<file path="config.mk">
export PLATFORM = sky130hd
export DESIGN_NAME = status_flag_reg
export DESIGN_NICKNAME = d
export VERILOG_FILES = /design/src/rtl/sflag_pkg.sv /design/src/rtl/sflag_arith.sv /design/src/rtl/sflag_sys.sv /design/src/rtl/status_flag_reg.sv
export SDC_FILE = /design/constraint.sdc
export NUM_CORES = 1
export LEC_CHECK = 0
export BUFFER_PORTS_ARGS = -buffer_cell sky130_fd_sc_hd__buf_4
export CORE_UTILIZATION = 30
export CTS_CLUSTER_SIZE = 30
export DETAILED_ROUTE_END_ITERATION = 16
export MAX_ROUTING_LAYER = met4
export PLACE_DENSITY = 0.69
export SYNTH_ARGS = -nofsm -noshare
export SYNTH_HDL_FRONTEND = slang
export SYNTH_SLANG_ARGS = --single-unit
</file>
<file path="constraint.sdc">
create_clock -name clk -period 4.2 [get_ports clk]
set_clock_uncertainty 0.05 [all_clocks]
set_input_delay 0.42 -clock clk [delete_from_list [all_inputs] [get_ports clk]]
set_output_delay 0.42 -clock clk [all_outputs]
set_load 0.01 [all_outputs]
</file>
<file path="src/rtl/sflag_pkg.sv">
package sflag_pkg;
  typedef enum logic [2:0] {
    OP_IDLE = 3'd0,
    OP_ADD  = 3'd1,
    OP_ADC  = 3'd2,
    OP_SUB  = 3'd3,
    OP_SBC  = 3'd4,
    OP_LOGIC = 3'd5,
    OP_RLC  = 3'd6,
    OP_RRC  = 3'd7
  } op_e;

  localparam int FL_C   = 0;
  localparam int FL_AC  = 1;
  localparam int FL_Z   = 2;
  localparam int FL_OV  = 3;
  localparam int FL_PDN = 4;
  localparam int FL_TMO = 5;
  localparam int ARITH_FLAGS = 4;
endpackage

</file>
<file path="src/rtl/sflag_arith.sv">
module sflag_arith
  import sflag_pkg::*;
#(
  parameter int DW = 8
) (
  input  op_e           op,
  input  logic [DW-1:0] a,
  input  logic [DW-1:0] b,
  input  logic          c_stored,
  output logic          is_arith,
  output logic [DW-1:0] sum,
  output logic          c_out,
  output logic          hc_out,
  output logic          ov_out
);
  localparam int H  = DW / 2;
  localparam int MW = DW - 1 - H;

  if (DW < 4 || (DW % 2) != 0) begin : g_bad_width
    $error("sflag_arith: DW must be even and at least 4");
  end

  logic          is_sub;
  logic          cin;
  logic [DW-1:0] bx;
  logic [H:0]    s_lo;
  logic [MW:0]   s_mid;
  logic [1:0]    s_top;

  // One adder split at the half-carry point and below the top bit,
  // so both internal carries come out without a second adder.
  always_comb begin
    is_sub   = (op == OP_SUB) || (op == OP_SBC);
    is_arith = (op == OP_ADD) || (op == OP_ADC) || is_sub;
    bx       = is_sub ? ~b : b;
    unique case (op)
      OP_ADC, OP_SBC: cin = c_stored;
      OP_SUB:         cin = 1'b1;
      default:        cin = 1'b0;
    endcase
    s_lo   = {1'b0, a[H-1:0]} + {1'b0, bx[H-1:0]} + {{H{1'b0}}, cin};
    s_mid  = {1'b0, a[DW-2:H]} + {1'b0, bx[DW-2:H]} + {{MW{1'b0}}, s_lo[H]};
    s_top  = {1'b0, a[DW-1]} + {1'b0, bx[DW-1]} + {1'b0, s_mid[MW]};
    sum    = {s_top[0], s_mid[MW-1:0], s_lo[H-1:0]};
    c_out  = s_top[1];
    hc_out = s_lo[H];
    ov_out = s_top[1] ^ s_mid[MW];
  end
endmodule

</file>
<file path="src/rtl/sflag_sys.sv">
module sflag_sys (
  input  logic clk,
  input  logic rst,
  input  logic clr_wdt,
  input  logic halt,
  input  logic wdt_to,
  output logic pdn_q,
  output logic tmo_q
);
  always_ff @(posedge clk) begin
    if (rst) begin
      pdn_q <= 1'b0;
      tmo_q <= 1'b0;
    end else begin
      if (halt)         pdn_q <= 1'b1;
      else if (clr_wdt) pdn_q <= 1'b0;
      if (wdt_to)               tmo_q <= 1'b1;
      else if (clr_wdt || halt) tmo_q <= 1'b0;
    end
  end

  p_halt_sets_r11: assert property (@(posedge clk) disable iff (rst)
    halt |=> pdn_q);
  p_clr_pdn_r11: assert property (@(posedge clk) disable iff (rst)
    (clr_wdt && !halt) |=> !pdn_q);
  p_tmo_set_r12: assert property (@(posedge clk) disable iff (rst)
    wdt_to |=> tmo_q);
  p_tmo_clr_r12: assert property (@(posedge clk) disable iff (rst)
    ((clr_wdt || halt) && !wdt_to) |=> !tmo_q);
  p_sys_hold_r12: assert property (@(posedge clk) disable iff (rst)
    (!clr_wdt && !halt && !wdt_to) |=> ($stable(pdn_q) && $stable(tmo_q)));
endmodule

</file>
<file path="src/rtl/status_flag_reg.sv">
module status_flag_reg
  import sflag_pkg::*;
#(
  parameter int DW = 8
) (
  input  logic          clk,
  input  logic          rst,
  input  logic [2:0]    op_i,
  input  logic [DW-1:0] a_i,
  input  logic [DW-1:0] b_i,
  input  logic [DW-1:0] res_i,
  input  logic          wr_en_i,
  input  logic [3:0]    wr_data_i,
  input  logic          clr_wdt_i,
  input  logic          halt_i,
  input  logic          wdt_to_i,
  output logic [7:0]    status_o
);
  op_e                   op;
  logic                  is_arith;
  logic [DW-1:0]         sum;
  logic                  c_add;
  logic                  hc_add;
  logic                  ov_add;
  logic [ARITH_FLAGS-1:0] af_q;
  logic [ARITH_FLAGS-1:0] af_d;
  logic                  pdn_q;
  logic                  tmo_q;

  assign op = op_e'(op_i);

  sflag_arith #(.DW(DW)) u_arith (
    .op       (op),
    .a        (a_i),
    .b        (b_i),
    .c_stored (af_q[FL_C]),
    .is_arith (is_arith),
    .sum      (sum),
    .c_out    (c_add),
    .hc_out   (hc_add),
    .ov_out   (ov_add)
  );

  sflag_sys u_sys (
    .clk     (clk),
    .rst     (rst),
    .clr_wdt (clr_wdt_i),
    .halt    (halt_i),
    .wdt_to  (wdt_to_i),
    .pdn_q   (pdn_q),
    .tmo_q   (tmo_q)
  );

  always_comb begin
    af_d = af_q;
    if (wr_en_i) begin
      af_d = wr_data_i;
    end else if (is_arith) begin
      af_d[FL_C]  = c_add;
      af_d[FL_AC] = hc_add;
      af_d[FL_Z]  = (sum == '0);
      af_d[FL_OV] = ov_add;
    end else begin
      unique case (op)
        OP_LOGIC: af_d[FL_Z] = (res_i == '0);
        OP_RLC:   af_d[FL_C] = a_i[DW-1];
        OP_RRC:   af_d[FL_C] = a_i[0];
        default:  af_d = af_q;
      endcase
    end
  end

  always_ff @(posedge clk) begin
    if (rst) af_q <= '0;
    else     af_q <= af_d;
  end

  assign status_o = {2'b00, tmo_q, pdn_q, af_q};

  p_write_wins_r10: assert property (@(posedge clk) disable iff (rst)
    wr_en_i |=> (status_o[3:0] == $past(wr_data_i)));
  p_logic_keeps_r7: assert property (@(posedge clk) disable iff (rst)
    (!wr_en_i && op_i == 3'd5) |=>
      ({status_o[FL_OV], status_o[FL_AC], status_o[FL_C]} ==
       $past({status_o[FL_OV], status_o[FL_AC], status_o[FL_C]})));
  p_rot_left_r8: assert property (@(posedge clk) disable iff (rst)
    (!wr_en_i && op_i == 3'd6) |=> (status_o[FL_C] == $past(a_i[DW-1])));
  p_rot_right_r8: assert property (@(posedge clk) disable iff (rst)
    (!wr_en_i && op_i == 3'd7) |=> (status_o[FL_C] == $past(a_i[0])));
  p_idle_hold_r9: assert property (@(posedge clk) disable iff (rst)
    (!wr_en_i && op_i == 3'd0) |=> $stable(status_o[3:0]));
  p_logic_zero_r5: assert property (@(posedge clk) disable iff (rst)
    (!wr_en_i && op_i == 3'd5) |=> (status_o[FL_Z] == ($past(res_i) == '0)));
endmodule

</file>
# Yosys cells after proc, flatten, opt, wreduce, memory -nomap -nowiden

Index checks and enable logic that the tools add are counted.
W data, S select, Z words.

Register bits: 6
Input bits: 37

Add/subtract/negate cells: 6
Equality and inequality tests: 7
Multiplexer cells: 10
Bitwise logic cells: 2
Reduce and logical (&&, ||, !) cells: 12

Operators with widths:

| cell                 | number |
|---|---|
| $logic_not A8 Y1     | 2 |
| $eq A3 B3 Y1 const B | 4 |
| $mux W4              | 2 |
| $mux W8              | 1 |
| $not A8 Y8           | 1 |
| $eq A3 B2 Y1 const B | 2 |
| $reduce_bool A2 Y1   | 3 |
| $add A4 B4 Y5        | 1 |
| $add A5 B1 Y5        | 1 |
| $mux W1              | 5 |
| $add A3 B3 Y4        | 1 |
| $add A4 B1 Y4        | 1 |
| $logic_or A1 B1 Y1   | 4 |
| $pmux W1 S2          | 2 |
| $reduce_bool A4 Y1   | 1 |
| $eq A3 B1 Y1 const B | 1 |
| $reduce_bool A3 Y1   | 1 |
| $add A1 B1 Y2        | 1 |
| $add A2 B1 Y2        | 1 |
| $reduce_or A2 Y1     | 1 |
| $xor A1 B1 Y1        | 1 |

# Depth between registers and ports, before layout

Depth after elaboration: 10
Mapped depth: 18
Depth with buffers taken out: 17

# Hierarchy

From an unflattened synthesis, not the netlist that was laid out.

Cells, all modules: 96
Area total of the unflattened synthesis: 839.6 µm²

Modules (own cells, without submodules):

| module          | instances | cells an instance | area an instance (µm²) | seq. area each (µm²) |
|---|---|---|---|---|
| sflag_arith     | 1         | 50                | 450.4                  | 0.0 |
| status_flag_reg | 1         | 38                | 316.6                  | 80.1 |
| sflag_sys       | 1         | 8                 | 72.6                   | 40.0 |

# Least setup slack after synthesis

Ideal clock, no wire load.

Kind: input -> register
Start point: in op_i[0]
End point: reg af_q[2]
Setup time: 0.086 ns
Arrival: 4.288 ns
Path slack: -0.223 ns
Stages on the path: 18
Cells stage by stage: buf_2 nor2_1 a22oi_2 xnor2_1 fa_1 fa_1 a21o_1 a21oi_1 fa_1 nor2b_1 o21a_1 or2_2 fa_1 nor3_1 nand3_1 nor3_1 nand3_1 a211oi_1

Cells in the longest elaborated chain, start to end: 10

Ends and longest elaborated chain:

| element                                      | line                                 | text |
|---|---|---|
| start: declaration                           | status_flag_reg.sv:8                 | `input logic [2:0] op_i,` |
| $eq A3 B2 Y1 or $eq A3 B3 Y1 (tied branches) | sflag_arith.sv:33, sflag_arith.sv:36 |  |
| $logic_or A1 B1 Y1                           | sflag_arith.sv:33                    | `is_sub = (op == OP_SUB) \|\| (op == OP_SBC);` |
| $mux W8                                      | sflag_arith.sv:35                    | `bx = is_sub ? ~b : b;` |
| $add A4 B4 Y5                                | sflag_arith.sv:41                    | `s_lo = {1'b0, a[H-1:0]} + {1'b0, bx[H-1:0]} + {{H{1'b0}}, cin};` |
| $add A5 B1 Y5                                | sflag_arith.sv:41                    |  |
| $add A4 B1 Y4                                | sflag_arith.sv:42                    | `s_mid = {1'b0, a[DW-2:H]} + {1'b0, bx[DW-2:H]} + {{MW{1'b0}}, s_lo[H]};` |
| $add A2 B1 Y2                                | sflag_arith.sv:43                    | `s_top = {1'b0, a[DW-1]} + {1'b0, bx[DW-1]} + {1'b0, s_mid[MW]};` |
| $logic_not A8 Y1                             | status_flag_reg.sv:61                | `af_d[FL_Z] = (sum == '0);` |
| $mux W4                                      | status_flag_reg.sv:58                | `end else if (is_arith) begin` |
| $mux W4                                      | status_flag_reg.sv:56                | `if (wr_en_i) begin` |
| end signal: assignment                       | status_flag_reg.sv:74                | `if (rst) af_q <= '0;` |
| end signal: assignment                       | status_flag_reg.sv:75                | `else af_q <= af_d;` |
| end: declaration                             | status_flag_reg.sv:25                | `logic [ARITH_FLAGS-1:0] af_q;` |

Parallel ways exist; a longest one is shown, timed or not. The select of a mux whose other input is x is not followed.
A chain may end at the register's enable or synchronous reset.

# Final worst setup path

Start point: in op_i[1]
End point: reg af_q[2]

The elaborated chain is that of the path after synthesis.

==> reports/results.ini <==
[outcome]
status = finished, violations left
violations = DRC

[pwr]
combPwrFrac = 0.560
p_per_area_nw_per_um2 = 226
total_power_uw = 263
switching_share = 0.325
power.switching_uw = 85.7
p_seq_frac = 0.244
ir_drop_uv = 153
p_leak_uw = 0.000556
clkPwrFrac = 0.195
p_int_uw = 178

[clocking]
cts_resized = 0
cts.hold.buffers_added = 0
worstSkewPairLatency_ns = 0.24
clockRootBuffer = clkbuf_4
clock-sinks = 6
clockBufferDepth = 2
path_clk_slew_ns = 0.04
cts-htree-levels = 1
post-cts-setup-buffer-count = 0
cts_buffers = 3
cts_tree = built

[timing]
finalSetupTns_ns = 0
fmax_ghz = 0.255
drv_slew = 0
period_share = 0.935
timing.final.crit_period_ns = 3.93
grt_setup_unrepaired = false
hold_viol_final = 0
setup_violations = 0

[yosys]
yosysSeqAreaShare = 0.156
syn-instance-count = 91
synth.top_cell.area_share = 0.156
ys.flop_type = dfxtp_1
syn_area_um2 = 772
yosys.cell_types.count = 36
synth_edf_count = 0
synth_area_leaders = dfxtp_1, fa_1, xnor2_1
ys_warn_count = 0
synth-async-reset-ratio = 0
yosysTopAreaCell = dfxtp_1
synth-seq-cells = 6
avgSynthCellArea_um2 = 8.48

[global_routing]
grt_overflow = 0
antenna_found_initial = 0
grt_max_degree = 11
grt_pass1_vias = 699
grt_pass1_wl_mm = 2.64
grt_use_total = 0.129

[cells_and_area]
seq_area_um2 = 120
drive_gt1_frac = 0.471
finish.utilization = 0.476
num_antenna_cells = 0
syn2layout_area_growth_pct = 51.2
nets = 185
design_area_um2 = 1170
fill_cells = 240
multi_input_area_um2 = 601

[drt]
top_layer = met3
via_count = 758
drtIter0Drc = 5
vias_per_cell = 4.57
dr_wl_met3_um = 80
wl_met1_um = 776
post-route-drc-count = 1
wire_per_inst_um = 10.2
first_pass_iters = 10
wl_mm = 1.69
route.antenna.remaining_nets = 0
wl_met2_um = 834

[die]
initial_core_util = 0.314
die_w_um = 52.7
ios = 45
fp.coreArea_um2 = 2450
die_h_um = 52.7
rows = 18
dieArea_um2 = 2780

[run]
cap_viol_max_count = 0

[placement]
dpl_cell_area_um2 = 1140
dp_hpwl_mm = 1.52
gp_congestion = 0.831
port_buffers = 42

[setup_path]
critPathRequiredTime_ns = 4.31
arrival_ns = 4.03
cp_max_fo = 3
path_class = input pin to flip-flop
startpoint_type = input pin
end_kind = flip-flop

[min_path]
hp-class = input pin to flip-flop

## cell usage after synthesis (2+ instances only)
cell,number
nor2_1,6
nor4_1,3
a21o_1,3
nor3_1,3
o21ai_0,3
dfxtp_1,6
nor2b_1,2
nand2_1,4
inv_1,5
fa_1,5
buf_4,5
ha_1,5
xor2_1,4
nand3_1,2
xnor2_1,8
a21oi_1,7
## through the flow
| stage | hold WS [ns] | instances | worst slack (ns) |
|---|---|---|---|
| floorplan | 0.402 | 92 | -0.0161 |
| global placement | 0.418 | 163 | 0.0779 |
| detailed placement | 0.434 | 163 | -0.104 |
| CTS | 0.325 | 166 | 0.141 |
| global route | 0.341 | 166 | 0.0506 |
| finish | 0.337 | 166 | 0.272 |
## final cells by class
type                       instances  share of cell area
timing repair buffer              49               0.315
multi-input combinational         73               0.514
tap                               30              0.0322
sequential                         6               0.103
inverter                           5              0.0161
clock buffer                       3              0.0193
## power groups by stage
stage	Sequential [uW]	Combinational [uW]	Clock (uW)
global placement	65.0	143	0
finish	64.4	148	51.4
global route	64.8	165	56.3
floorplan	65.9	90.1	0
detailed placement	65.4	146	0
CTS	64.4	146	54.2
## layout by cell type (no fill, tap or decap), types with 2 or more instances in the layout
master	count
a21o_1	3
xor2_1	4
nand2_1	4
buf_4	49
a21oi_2	2
clkbuf_4	3
fa_2	3
dfxtp_1	6
inv_1	5
a21oi_1	6
nor2_1	6
nand3_1	2
ha_1	5
fa_1	2
o21ai_0	3
conb_1	2
nor3_1	2
xnor2_1	8
nor4_1	3
## per-layer routing
metal,track usage,vias to the layer above
met2,0.213,21
li1,-,402
met1,0.153,335
met4,0.0482,0
met5,-,-
met3,0.0261,0
## logic make-up after synthesis
kind of cell / after synthesis / share of synthesized area
muxes: 1 / 0.0146
other: 1 / 0.00486
adders and majority gates: 10 / 0.211
xor gates and xnor gates: 12 / 0.136
AOI/OAI and AO/OA: 23 / 0.204
DFF: 6 / 0.156
and+or+nand+nor: 25 / 0.175
buffers and inverters: 13 / 0.0989
## worst paths after layout
path / to / slack, ns / cells after the start / start
worst max-delay path: af_q[2] / 0.27 / 18 / op_i[1]
worst min-delay path: af_q[1] / 0.34 / 2 / rst
worst max register to register: af_q[2] / 0.55 / 15 / af_q[0]
worst min register to register: u_sys.pdn_q / 0.44 / 2 / u_sys.pdn_q
## registers in the layout, indices dropped and copies added, names as in the netlist
name and cells:
u_sys.pdn_q 1, af_q 4, u_sys.tmo_q 1
## worst max-delay path, cell delays in order
cell,delay (ns)
buf_4,0.12
nor2b_2,0.16
a22oi_2,0.17
xnor2_1,0.14
fa_2,0.42
fa_2,0.40
a21o_1,0.17
a21oi_2,0.18
fa_2,0.23
nor2b_1,0.04
o21a_1,0.18
or2_4,0.24
fa_1,0.49
nor3_2,0.16
nand3_1,0.08
nor3_1,0.13
nand3_1,0.09
a211oi_1,0.20
No activity file was read; power rests on OpenSTA's default activity.
